===== src/rtl/pinbank_pkg.sv =====
package pinbank_pkg;
  localparam int BUS_DW = 32;
  localparam int REG_AW = 3;

  typedef enum logic [REG_AW-1:0] {
    PB_FUNC  = 3'd0,
    PB_DIR   = 3'd1,
    PB_DATA  = 3'd2,
    PB_LEVEL = 3'd3,
    PB_STAT  = 3'd4,
    PB_NMIEN = 3'd5,
    PB_RSV6  = 3'd6,
    PB_RSV7  = 3'd7
  } pb_reg_e;
endpackage


===== src/rtl/pinbank_sync.sv =====
module pinbank_sync #(
  parameter int W      = 32,
  parameter int STAGES = 2
) (
  input  logic         clk,
  input  logic         rst,
  input  logic [W-1:0] d,
  output logic [W-1:0] q
);
  logic [W-1:0] stage [STAGES];

  always_ff @(posedge clk) begin
    if (rst) stage[0] <= '0;
    else     stage[0] <= d;
  end

  for (genvar s = 1; s < STAGES; s++) begin : g_stage
    always_ff @(posedge clk) begin
      if (rst) stage[s] <= '0;
      else     stage[s] <= stage[s-1];
    end
  end

  assign q = stage[STAGES-1];
endmodule


===== src/rtl/pinbank_regs.sv =====
module pinbank_regs
  import pinbank_pkg::*;
#(
  parameter int N = 32
) (
  input  logic              clk,
  input  logic              rst,
  input  logic              bus_en,
  input  logic              bus_we,
  input  logic [REG_AW-1:0] bus_addr,
  input  logic [BUS_DW-1:0] bus_wdata,
  input  logic [N-1:0]      pins_sync,
  input  logic [N-1:0]      status,
  output logic [N-1:0]      func_q,
  output logic [N-1:0]      dir_q,
  output logic [N-1:0]      dout_q,
  output logic [N-1:0]      level_q,
  output logic [N-1:0]      nmien_q,
  output logic              stat_we,
  output logic [N-1:0]      stat_wdata,
  output logic [BUS_DW-1:0] rdata_q
);
  pb_reg_e     sel;
  logic        wr, rd;
  logic [BUS_DW-1:0] rd_mux;

  assign sel        = pb_reg_e'(bus_addr);
  assign wr         = bus_en && bus_we;
  assign rd         = bus_en && !bus_we;
  assign stat_we    = wr && (sel == PB_STAT);
  assign stat_wdata = bus_wdata[N-1:0];

  always_ff @(posedge clk) begin
    if (rst) begin
      func_q  <= '0;
      dir_q   <= '0;
      dout_q  <= '0;
      level_q <= '0;
      nmien_q <= '0;
    end else if (wr) begin
      case (sel)
        PB_FUNC:  func_q  <= bus_wdata[N-1:0];
        PB_DIR:   dir_q   <= bus_wdata[N-1:0];
        PB_DATA:  dout_q  <= bus_wdata[N-1:0];
        PB_LEVEL: level_q <= bus_wdata[N-1:0];
        PB_NMIEN: nmien_q <= bus_wdata[N-1:0];
        default: ;
      endcase
    end
  end

  always_comb begin
    rd_mux = '0;
    case (sel)
      PB_FUNC:  rd_mux[N-1:0] = func_q;
      PB_DIR:   rd_mux[N-1:0] = dir_q;
      PB_DATA:  rd_mux[N-1:0] = pins_sync;
      PB_LEVEL: rd_mux[N-1:0] = level_q;
      PB_STAT:  rd_mux[N-1:0] = status;
      PB_NMIEN: rd_mux[N-1:0] = nmien_q;
      default:  rd_mux = '0;
    endcase
  end

  always_ff @(posedge clk) begin
    if (rst)     rdata_q <= '0;
    else if (rd) rdata_q <= rd_mux;
  end
endmodule


===== src/rtl/pinbank_irq.sv =====
module pinbank_irq #(
  parameter int N = 32
) (
  input  logic         clk,
  input  logic         rst,
  input  logic [N-1:0] pins_sync,
  input  logic [N-1:0] level,
  input  logic [N-1:0] nmien,
  input  logic         stat_we,
  input  logic [N-1:0] stat_wdata,
  output logic [N-1:0] status_q,
  output logic [N-1:0] hit,
  output logic         irq_q,
  output logic         nmi_q
);
  logic [N-1:0] base;

  assign hit  = ~(pins_sync ^ level);
  assign base = stat_we ? stat_wdata : status_q;

  always_ff @(posedge clk) begin
    if (rst) status_q <= '0;
    else     status_q <= base | hit;
  end

  always_ff @(posedge clk) begin
    if (rst) begin
      irq_q <= 1'b0;
      nmi_q <= 1'b0;
    end else begin
      irq_q <= |(status_q & ~nmien);
      nmi_q <= |(status_q & nmien);
    end
  end
endmodule


===== src/rtl/pinbank_padmux.sv =====
module pinbank_padmux #(
  parameter int N = 32
) (
  input  logic         clk,
  input  logic         rst,
  input  logic [N-1:0] func,
  input  logic [N-1:0] dir,
  input  logic [N-1:0] dout,
  input  logic [N-1:0] alt_out,
  input  logic [N-1:0] alt_oe,
  output logic [N-1:0] pin_out,
  output logic [N-1:0] pin_oe
);
  for (genvar i = 0; i < N; i++) begin : g_pin
    always_ff @(posedge clk) begin
      if (rst) begin
        pin_out[i] <= 1'b0;
        pin_oe[i]  <= 1'b0;
      end else if (func[i]) begin
        pin_out[i] <= alt_out[i];
        pin_oe[i]  <= alt_oe[i];
      end else begin
        pin_out[i] <= dout[i];
        pin_oe[i]  <= dir[i];
      end
    end
  end
endmodule


===== src/rtl/pinbank_ctrl.sv =====
module pinbank_ctrl
  import pinbank_pkg::*;
#(
  parameter int NPINS       = 32,
  parameter int SYNC_STAGES = 2
) (
  input  logic              clk,
  input  logic              rst,
  input  logic              bus_en,
  input  logic              bus_we,
  input  logic [REG_AW-1:0] bus_addr,
  input  logic [BUS_DW-1:0] bus_wdata,
  output logic [BUS_DW-1:0] bus_rdata,
  input  logic [NPINS-1:0]  pin_in,
  output logic [NPINS-1:0]  pin_out,
  output logic [NPINS-1:0]  pin_oe,
  input  logic [NPINS-1:0]  alt_out,
  input  logic [NPINS-1:0]  alt_oe,
  output logic [NPINS-1:0]  alt_in,
  output logic              irq,
  output logic              nmi
);
  logic [NPINS-1:0] pins_sync;
  logic [NPINS-1:0] func_q, dir_q, dout_q, level_q, nmien_q;
  logic [NPINS-1:0] stat_q, stat_wdata, hit_vec;
  logic             stat_we;

  pinbank_sync #(.W(NPINS), .STAGES(SYNC_STAGES)) sync_i (
    .clk(clk), .rst(rst), .d(pin_in), .q(pins_sync)
  );

  pinbank_regs #(.N(NPINS)) regs_i (
    .clk(clk), .rst(rst),
    .bus_en(bus_en), .bus_we(bus_we), .bus_addr(bus_addr), .bus_wdata(bus_wdata),
    .pins_sync(pins_sync), .status(stat_q),
    .func_q(func_q), .dir_q(dir_q), .dout_q(dout_q), .level_q(level_q),
    .nmien_q(nmien_q), .stat_we(stat_we), .stat_wdata(stat_wdata),
    .rdata_q(bus_rdata)
  );

  pinbank_irq #(.N(NPINS)) irq_i (
    .clk(clk), .rst(rst), .pins_sync(pins_sync), .level(level_q),
    .nmien(nmien_q), .stat_we(stat_we), .stat_wdata(stat_wdata),
    .status_q(stat_q), .hit(hit_vec), .irq_q(irq), .nmi_q(nmi)
  );

  pinbank_padmux #(.N(NPINS)) mux_i (
    .clk(clk), .rst(rst), .func(func_q), .dir(dir_q), .dout(dout_q),
    .alt_out(alt_out), .alt_oe(alt_oe), .pin_out(pin_out), .pin_oe(pin_oe)
  );

  assign alt_in = pins_sync;
endmodule


===== config.mk =====
export PLATFORM = sky130hd
export DESIGN_NAME = pinbank_ctrl
export DESIGN_NICKNAME = d
export VERILOG_FILES = /design/src/rtl/pinbank_pkg.sv /design/src/rtl/pinbank_sync.sv /design/src/rtl/pinbank_regs.sv /design/src/rtl/pinbank_irq.sv /design/src/rtl/pinbank_padmux.sv /design/src/rtl/pinbank_ctrl.sv
export SDC_FILE = /design/constraint.sdc
export NUM_CORES = 1
export LEC_CHECK = 0
export ABC_AREA = 1
export BUFFER_PORTS_ARGS = -buffer_cell sky130_fd_sc_hd__buf_2
export CAP_MARGIN = 20
export CORE_MARGIN = 2
export CORE_UTILIZATION = 45
export DETAILED_ROUTE_END_ITERATION = 12
export MAX_ROUTING_LAYER = met4
export PLACE_DENSITY = 0.64
export SYNTH_ARGS = -nofsm -noshare
export SYNTH_HDL_FRONTEND = slang
export SYNTH_SLANG_ARGS = --single-unit

===== constraint.sdc =====
create_clock -name clk -period 1.6 [get_ports clk]
set_input_delay 0.16 -clock clk [delete_from_list [all_inputs] [get_ports clk]]
set_output_delay 0.16 -clock clk [all_outputs]
set_load 0.05 [all_outputs]

# Yosys cells after proc, flatten, opt, wreduce, memory -nomap -nowiden
# Memory sizes are Yosys's and may differ from the RTL's.
# Index checks and enable logic that the tools add are counted.
# totals
rom_bits	0
ramBits	64
in_bits	135
word_cells	170
mem_count	1
latch_bits	0
register_bits	290
# op_classes
n_eq_ne	5
multipliers	0
n_bitwise	8
reduce_logical	12
div	0
add_sub_neg	0
shifts	0
mux	71
magnitude_cmp	0
# mem_list
name	depth	width	read_ports	rd_clocked_by_memory_dff	wr	line	rtl
sync_i.stage	2	32	2	0	2	pinbank_sync.sv:10	logic [W-1:0] stage [STAGES];
# ops
op	count
32-bit one-hot mux with 6 select lines	1
32-bit 2-to-1 mux	3
1-bit 2-to-1 mux	67
32-bit bitwise AND	2
32-bit inverter	2
32-bit OR reduction	2
32-bit bitwise OR	1
32-bit XOR	1
2-bit AND reduction	5
3-bit by 2-bit == test with 1-bit output (second input constant)	2
3-bit == test (second input constant)	2
3-bit by 1-bit == test with 1-bit output (second input constant)	1
1-bit logical AND	3
3-bit logical NOT	1
1-bit bitwise OR	2
1-bit logical NOT	1

# Longest topological paths before layout
# Gate-level depths: netlist (run 1).
# logic_depth
word_depth	4
mapped_depth	9
mapped_depth_nobuf	8

# Modules after synthesis
# Synthesis (run 1) repeated with hierarchy kept, for this count alone.
# hier_totals
hier_cells	2210
area_unflattened_um2	15581.2
# modules_own_cells
mod	area_each_um2	cells_per_inst	instances	seq_area_each_um2
pinbank_regs	8963.6	1281	1	3843.7
pinbank_padmux	2596.2	391	1	1281.2
pinbank_irq	2180.8	339	1	680.7
pinbank_sync	1840.5	199	1	1281.2

# Worst setup path after synthesis (run 1)
# OpenSTA, ideal clock, no wires.
# synth_timing
kind	input to register
startpoint	input bus_addr[2]
endpoint	register regs_i.level_q[1]
setup_ns	0.128
arrival_time_ns	1.130
n_path_buf	2
path_slack_ns	0.342
cell_stages	8
path_cell_list	buf_4 -> inv_2 -> nand3_1 -> nor2_2 -> inv_2 -> clkbuf_1 -> o21ai_0 -> a21oi_1
# synth_via
elab_chain_cells	2
# synth_lines
element	line	rtl
start, declared	pinbank_ctrl.sv:11	input logic [REG_AW-1:0] bus_addr,
3-bit by 2-bit == test with 1-bit output	pinbank_regs.sv:41	case (sel)
2-bit AND reduction (no source line)	--	
end signal, assigned	pinbank_regs.sv:45	PB_LEVEL: level_q <= bus_wdata[N-1:0];
end, declared	pinbank_regs.sv:17	output logic [N-1:0] level_q,
# No other way between the ends.
# A chain may end at the register's enable or synchronous reset.

==> results of run 1 <==
==> layer usage <==
| metal | GRT usage | vias to the layer above |
|---|---|---|
| met5 | - | - |
| met2 | 0.398 | 446 |
| met4 | 0.0784 | 0 |
| met1 | 0.358 | 5999 |
| li1 | - | 6803 |
| met3 | 0.0394 | 83 |
==> power breakdown <==
group / switching, W / leakage (nW) / total [W] / internal [W]
combinational: 0.00139 / 4.77 / 0.00216 / 0.000769
clock: 0.00357 / 0.661 / 0.00922 / 0.00565
sequential: 0.000191 / 2.89 / 0.00933 / 0.00914
==> path summary, 6_finish.rpt <==
path,to,slack (ns),cells past startpoint
max,alt_in[3],0.1,1
min,regs_i.dir_q[24]$_SDFFE_PP0P_,0.02,3
max reg2reg,irq_i.irq_q$_SDFF_PP0_,0.41,7
min reg2reg,sync_i.stage[1][20]$_SDFF_PP0_,0.40,2
==> worst min-delay path, stage by stage <==
cell and delay, ns:
buf_2 0.17, nor2_1 0.12, nor2_1 0.05
==> timing repair <==
| action | in CTS | in global routing |
|---|---|---|
| hold buffers | 126 | 0 |
| setup endpoints to repair | 0 | 0 |
| setup buffers | 0 | 0 |
| hold endpoints to repair | 137 | 0 |
| gates resized for setup | 0 | 0 |
==> layout by cell type, fill, tap and decap left out, types with 27 or more instances in the layout <==
cell,count
nor2_1,361
dlygate4sd3_1,126
dfxtp_1,354
xnor2_1,27
o21ai_0,346
inv_1,255
clkbuf_16,41
a21oi_1,177
nand2_1,208
buf_2,264
buf_4,30
==> cell type report <==
type / instances / share of cell area
timing repair buffer: 432 / 0.165
inverter: 265 / 0.0542
multi-input combinational: 1198 / 0.297
clock buffer: 58 / 0.0651
tap: 396 / 0.0269
clock inverter: 10 / 0.00678
sequential: 354 / 0.384
antenna: 4 / 0.000543
==> stage by stage <==
step / total power, W / hold WS, ns / instances
after CTS: 0.0208 / 0.0105 / 2713
after floorplan: 0.0107 / 0.267 / 1913
final: 0.0207 / 0.0166 / 2717
after detailed placement: 0.0114 / 0.367 / 2519
after global routing: 0.0214 / 0.0218 / 2716
after global placement: 0.0114 / 0.358 / 2519
==> cell families after synthesis <==
| kind of cell | synth area share |
|---|---|
| buffers and inverters | 0.102 |
| DFF | 0.507 |
| and+or+nand+nor | 0.174 |
| AOI/OAI and AO/OA | 0.197 |
| xor gates and xnor gates | 0.0201 |
==> impl_metrics.toml, run 1 <==
[floorplanning]
fp.dieW_um = 180
num_io_pins = 265
chipHeight_um = 180
core_region_area_um2 = 30600
die-area_um2 = 32500
initial_core_util = 0.457
num_rows = 64

[logic_synthesis]
syn_area_um2 = 14000
async_reset_ff_frac = 0
avgSynthCellArea_um2 = 7.31
yosysTopAreaCellShare = 0.507
yosys-top-cells-count = "nor2_1, dfxtp_1, o21ai_0, inv_1, nand2_1"
synthCells = 1913
yosysSeqAreaShare = 0.507
synth_nets = 2048
yosys.cell_types.count = 25
synthFlopType = "dfxtp_1"
synth.most_common_cell = "nor2_1"
yosysWarningCount = 0
synthTopCellsByArea = "dfxtp_1, o21ai_0, nor2_1, inv_1, a21oi_1"
synth_edf_count = 0
ys_seq_elements = 354
yosys.area.top_type = "dfxtp_1"

[detailed_routing]
wl_met2_um = 18600
wl_met3_um = 2860
drtAntennaViolNets = 0
top_layer = "met4"
wl_met1_um = 20000
wl_per_cell_um = 15.7
dr.pass1.iters = 6
via_per_inst = 4.91
drt_iter0_markers = 1172
drc_errors = 0
drt_wl_total_um = 42700
dr_total_vias = 13300

[clocking]
htreeDepth = 2
clockBufferDepth = 3
path_clk_slew_ns = 0.06
cts_buffers = 39
insertion_delay_ns = 0.53
cts_sinks = 354
clockRootBuffer = "clkbuf_16"
cts_tree = "done"

[critical_path]
path_buf_inv = 1
worstSetupStartpoint = "sync_i.stage[1][3]$_SDFF_PP0_"
worstPathArrival_ns = 1.34
crit_family = "flip-flops"
r2r_start = "regs_i.nmien_q[31]$_SDFFE_PP0P_"
worstSetupPathType = "flop to output pin"
critPathMaxStageDelay_ns = 0.50
path_max_fanout = 3
crit_chain = "buf_2"
critPathRequiredTime_ns = 1.44
start_kind = "flop"
end_kind = "output pin"
critPathSlowestCell = "dfxtp_1"

[timing]
setup_tns_ns = 0
finalCritPeriodShare = 0.939
setup_viol_count_final = 0
worst_slew_pin_slew_ns = 0.787
rsz0062_at_grt = "false"
relSlewSlack = 0.475
final_hold_viol_count = 0
period_needed_ns = 1.50
finalWorstSetupSlack_ns = 0.0968
fmax_mhz = 665
drv_slew = 0
final.setup_skew_ns = 0.0208

[global_route]
grt_use_total = 0.261
grt_max_degree = 67
grt_pass1_vias = 12400
antenna_found_initial = 3
grt_overflow = 0
grt_pass1_wl_um = 66200

[place]
finalWeightedCongestion = 0.864
dpl_cell_area_um2 = 15800
dp_hpwl_um = 28500
numPortBuffers = 264
pre_cts_ws_ns = 0.0338

[cells_and_area]
postLayoutCoreUtil = 0.603
seq_area_um2 = 7090
drive_gt1_frac = 0.167
nFillCells = 2779
largest_register_ffs = 64
top_register = "sync_i.stage"
final_area_um2 = 18400
syn_to_final_growth_pct = 31.9
multi_input_area_um2 = 5480
nets = 2425

[power_and_ir_drop]
power_density_nw_per_um2 = 1120
p_leak_nw = 8.32
irDropWorstVdd_mv = 0.721

[outcome]
outcome = "complete, no violations"

[hold_path]
worst_hold_path_type = "input port to flop"
hp-start = "bus_wdata[24]"

[job]
maxCapViolCount = 0
Power figures use the tool's default switching activity.
==> run 2: changes to the inputs <==
Settings changed: CAP_MARGIN 20 to 10, CORE_ASPECT_RATIO from default to 0.75.
==> impl_metrics.toml, run 2 (same netlist as run 1, synthesis figures left out) <==
[outcome]
outcome = "complete, no violations"

[timing]
worst_slew_pin_slew_ns = 0.736
hold_ws_ns = 0.0341
relSlewSlack = 0.509
final_hold_viol_count = 0
finalCritPeriodShare = 0.947
setup_tns_ns = 0
fmax_mhz = 660
setup_viol_count_final = 0
rsz0062_at_grt = "false"
drv_slew = 0
period_needed_ns = 1.52
final.setup_skew_ns = 0.0153

[cells_and_area]
postLayoutCoreUtil = 0.604
nFillCells = 2797
final-instance-count-excl-fill = 2715
drive_gt1_frac = 0.166
syn_to_final_growth_pct = 31.1
final_area_um2 = 18300
antenna_cells = 0
final_cell_mix = "nor2_1, dfxtp_1, o21ai_0, buf_2, inv_1"
largest_register_ffs = 64
nets = 2426
multi_input_area_um2 = 5480
seq_area_um2 = 7090
final_common_cell = "nor2_1"
top_register = "sync_i.stage"

[floorplanning]
num_io_pins = 265
num_rows = 55
initial_core_util = 0.461
core_region_area_um2 = 30300
die-area_um2 = 32500
chipHeight_um = 157
fp.dieW_um = 208

[power_and_ir_drop]
p_sw_frac = 0.257
power_density_nw_per_um2 = 1090
p_int_w = 0.0148
p_leak_nw = 8.26
clockPowerShare = 0.422
combPwrFrac = 0.109
seqPwrFrac = 0.469
irDropWorstVdd_mv = 0.700
switching_power_w = 0.00512

[critical_path]
path_max_fanout = 3
start_kind = "flop"
worstPathArrival_ns = 1.36
crit_family = "flip-flops"
critPathSlowestCell = "dfxtp_1"
end_kind = "output pin"
rrSetupSlack_ns = 0.34
path_buf_inv = 1
critPathMaxStageDelay_ns = 0.51
critPathRequiredTime_ns = 1.44
crit_chain = "buf_2"
worstSetupPathType = "flop to output pin"

[clocking]
clockRootBuffer = "clkbuf_16"
cts_tree = "done"
clockBufferDepth = 3
postCtsSetupBuffers = 0
postCtsResizedCells = 0
path_clk_slew_ns = 0.06
ctsHoldBuffers = 128
insertion_delay_ns = 0.52
cts_sinks = 354
cts_buffers = 37
htreeDepth = 2

[global_route]
grt_pass1_vias = 12400
grt_pass1_wl_um = 68000
grt_max_degree = 93
grt_use_total = 0.273
grt_overflow = 0
antenna_found_initial = 0

[detailed_routing]
drtAntennaViolNets = 0
drc_errors = 0
dr_total_vias = 13400
dr.pass1.iters = 6
drt_iter0_markers = 1186
drt_wl_total_um = 43700
via_per_inst = 4.93
wl_per_cell_um = 16.1

[place]
dpl_cell_area_um2 = 15900
numPlacedInstances = 2523
dp_hpwl_um = 29700
finalWeightedCongestion = 0.882
numPortBuffers = 264

[hold_path]
worst_hold_path_type = "input port to flop"

[job]
maxCapViolCount = 0
-- run 2: cell types whose count changed in the layout (fill, tap and decap cells not counted), sizes merged --
cell	before	now
buf	306	307
bufinv	3	2
clkbuf	58	50
clkinv	7	8
clkinvlp	0	3
diode	4	0
dlygate4sd3	126	128
inv	265	266
-- run 2: area by class of cell --
cell class / instances / share of cell area
Clock inverter: 14 / 0.00751
Inverter: 265 / 0.0546
Multi-Input combinational cell: 1198 / 0.299
Clock buffer: 50 / 0.0565
Sequential cell: 354 / 0.387
Tap cell: 399 / 0.0272
Timing Repair Buffer: 435 / 0.169
-- run 2: metal layers --
| layer | GRT usage | wire length (µm) |
|---|---|---|
| met1 | 0.388 | 21200 |
| met2 | 0.397 | 18100 |
| met3 | 0.0606 | 3830 |
| met4 | 0.0582 | 601 |
| met5 | - | 0 |
-- run 2: power by group through the flow --
stage	clock, W	combinational [W]	sequential [W]
floorplan	0	0.000770	0.00991
global placement	0	0.00188	0.00952
detailed placement	0	0.00191	0.00953
CTS	0.00856	0.00215	0.00933
global route	0.00892	0.00237	0.00937
finish	0.00840	0.00217	0.00934
-- run 2: final timing paths --
check / startpoint / to / cells past startpoint
worst max-delay path: sync_i.stage[1][7]$_SDFF_PP0_ / alt_in[7] / 1
worst min-delay path: bus_wdata[24] / regs_i.dir_q[24]$_SDFFE_PP0P_ / 3
worst max register to register: regs_i.nmien_q[10]$_SDFFE_PP0P_ / irq_i.irq_q$_SDFF_PP0_ / 7
worst min register to register: sync_i.stage[0][21]$_SDFF_PP0_ / sync_i.stage[1][21]$_SDFF_PP0_ / 2
-- run 2: per-stage QoR --
step           total power, W  setup WS (ns)
2_1_floorplan          0.0107          0.342
3_3_place_gp           0.0114         0.0797
3_5_place_dp           0.0114         0.0388
4_1_cts                0.0200         0.0647
5_1_grt                0.0207         0.0326
6_report               0.0199         0.0845
==> run 3: changes to the inputs <==
Settings changed: ABC_AREA 1 to default, CORE_UTILIZATION 45 to 50, PLACE_DENSITY 0.64 to 0.73.
==> impl_metrics.toml, run 3 <==
[outcome]
outcome = "complete, no violations"

[logic_synthesis]
yosysSeqAreaShare = 0.511
syn_area_um2 = 13900
yosys-top-cells-count = "nand2_1, dfxtp_1, a21oi_1, mux2i_1, nor2_1"
synthTopCellsByArea = "dfxtp_1, nand2_1, mux2i_1, a21oi_1, nor2b_1"
synthFlopType = "dfxtp_1"
async_reset_ff_frac = 0
yosysWarningCount = 0
synth.most_common_cell = "nand2_1"
yosys.cell_types.count = 40
ys_seq_elements = 354
yosys.area.top_type = "dfxtp_1"
avgSynthCellArea_um2 = 8.77
synth_nets = 1716
synthCells = 1581
yosysTopAreaCellShare = 0.511
synth_edf_count = 0

[timing]
drv_slew = 0
rsz0062_at_grt = "false"
period_needed_ns = 1.52
final.setup_skew_ns = 0.0104
setup_viol_count_final = 0
worst_slew_pin_slew_ns = 0.636
relSlewSlack = 0.576
finalCritPeriodShare = 0.950
final_hold_viol_count = 0
finalWorstSetupSlack_ns = 0.0792
fmax_mhz = 658

[critical_path]
crit_family = "buffers and inverters"
worstSetupPathType = "flop to output pin"
critPathRequiredTime_ns = 1.44
critPathSlowestCell = "dfxtp_1"
worstPathArrival_ns = 1.36
critPathMaxStageDelay_ns = 0.40
start_kind = "flop"
end_kind = "output pin"
path_buf_inv = 2
crit_chain = "buf_4 -> buf_2"
path_max_fanout = 2

[power_and_ir_drop]
p_int_w = 0.0152
irDropWorstVdd_mv = 0.817
p_sw_frac = 0.244
combPwrFrac = 0.106
p_leak_nw = 7.74
clockPowerShare = 0.432
switching_power_w = 0.00490
seqPwrFrac = 0.462
power_density_nw_per_um2 = 1080
finalPower_w = 0.0201

[job]
maxCapViolCount = 0

[floorplanning]
chipHeight_um = 148
num_io_pins = 265
fp.dieW_um = 196
initial_core_util = 0.511
die-area_um2 = 29100
num_rows = 52
core_region_area_um2 = 27100

[place]
numPortBuffers = 264
dpl_cell_area_um2 = 16100
finalWeightedCongestion = 0.955
pre_cts_ws_ns = -0.0606
dp_hpwl_um = 31300

[global_route]
grt_overflow = 0
grt_max_degree = 75
antenna_found_initial = 1
grt_pass1_wl_um = 69900
grt_pass1_vias = 12600
grt_use_total = 0.316

[clocking]
path_clk_slew_ns = 0.06
postCtsSetupBuffers = 0
clockBufferDepth = 3
htreeDepth = 2
insertion_delay_ns = 0.51
cts_sinks = 354
cts_tree = "done"
clockRootBuffer = "clkbuf_16"
cts_buffers = 35

[cells_and_area]
syn_to_final_growth_pct = 34.3
final_area_um2 = 18600
top_register = "sync_i.stage"
largest_register_ffs = 64
nFillCells = 2110
final_cell_mix = "nand2_1, dfxtp_1, buf_2, a21oi_1, dlygate4sd3_1"
drive_gt1_frac = 0.221
final_common_cell = "nand2_1"
nets = 2134

[hold_path]
worst_hold_path_type = "input port to flop"

[detailed_routing]
drt_wl_total_um = 45700
dr.pass1.iters = 6
via_per_inst = 5.50
drc_errors = 0
wl_per_cell_um = 19.2
drt_iter0_markers = 1273
drtAntennaViolNets = 0
dr_total_vias = 13100
[run 3: cell count changes in the layout (fill, tap and decap cells not counted), moves of 27 or more]
cell	change
inv_1	-221
nor2b_1	+66
nand2_1	+187
xnor2_1	-27
a31oi_1	+37
mux2i_1	+104
nor2_1	-258
o21ai_0	-330
buf_4	+57
xor2_1	+27
[run 3: through the flow]
| stage | cells | TNS (ns) | hold slack, ns | util |
|---|---|---|---|---|
| 2_1_floorplan | 1581 | 0 | 0.288 | - |
| 3_3_place_gp | 2185 | -0.149 | 0.366 | 0.593 |
| 3_5_place_dp | 2185 | -0.201 | 0.373 | 0.593 |
| 4_1_cts | 2376 | 0 | 0.0841 | 0.685 |
| 5_1_grt | 2377 | 0 | 0.122 | 0.686 |
| 6_report | 2377 | 0 | 0.126 | 0.686 |
[run 3: power by group through the flow]
| stage | clock (W) | sequential [W] | combinational (W) |
|---|---|---|---|
| 2_1_floorplan | 0 | 0.00975 | 0.000737 |
| 3_3_place_gp | 0 | 0.00947 | 0.00181 |
| 3_5_place_dp | 0 | 0.00947 | 0.00183 |
| 4_1_cts | 0.00877 | 0.00928 | 0.00208 |
| 5_1_grt | 0.00918 | 0.00930 | 0.00224 |
| 6_report | 0.00867 | 0.00928 | 0.00212 |
[run 3: final timing paths]
check,start,to,slack [ns],cells after the start
min reg2reg,sync_i.stage[0][15]$_SDFF_PP0_,sync_i.stage[1][15]$_SDFF_PP0_,0.43,1
max reg2reg,regs_i.nmien_q[13]$_SDFFE_PP0P_,irq_i.nmi_q$_SDFF_PP0_,0.11,5
max,sync_i.stage[1][19]$_SDFF_PP0_,alt_in[19],0.08,2
min,rst,sync_i.stage[0][11]$_SDFF_PP0_,0.13,2
[run 3: per-layer routing]
layer	routed length [µm]	share of wire	vias to the layer above	track usage
li1	-	-	6189	-
met1	20000	0.44	6165	0.429
met2	20700	0.45	635	0.490
met3	3890	0.085	92	0.0485
met4	1110	0.024	0	0.0951
met5	0	0	-	-
[run 3: layout make-up]
cell class,count,area (µm²),share of cell area
Clock buffer,49,1050,0.0565
Multi-Input combinational cell,1081,6170,0.331
Clock inverter,14,180,0.00968
Timing Repair Buffer,493,3560,0.191
Tap cell,351,439,0.0236
Antenna cell,1,2.50,0.000134
Sequential cell,354,7090,0.381
Inverter,34,128,0.00686
[run 3: repair_timing]
action / 4_1_cts / 5_1_grt
endpoints found under the setup margin: 1 / 1
pin swaps: 0 / 0
hold endpoints to repair: 281 / 0
hold buffers: 128 / 0
resized for setup: 1 / 2
[run 3: cells by family (layout without fill, tap and decap cells)]
| group | after synthesis | count (layout) | share of synthesized area |
|---|---|---|---|
| xor gates and xnor gates | 32 | 32 | 0.0202 |
| other | 0 | 1 | 0 |
| and+or+nand+nor | 607 | 607 | 0.185 |
| DFF | 354 | 354 | 0.511 |
| buffers and inverters | 146 | 590 | 0.0485 |
| muxes | 115 | 115 | 0.0930 |
| AOI/OAI and AO/OA | 327 | 327 | 0.143 |
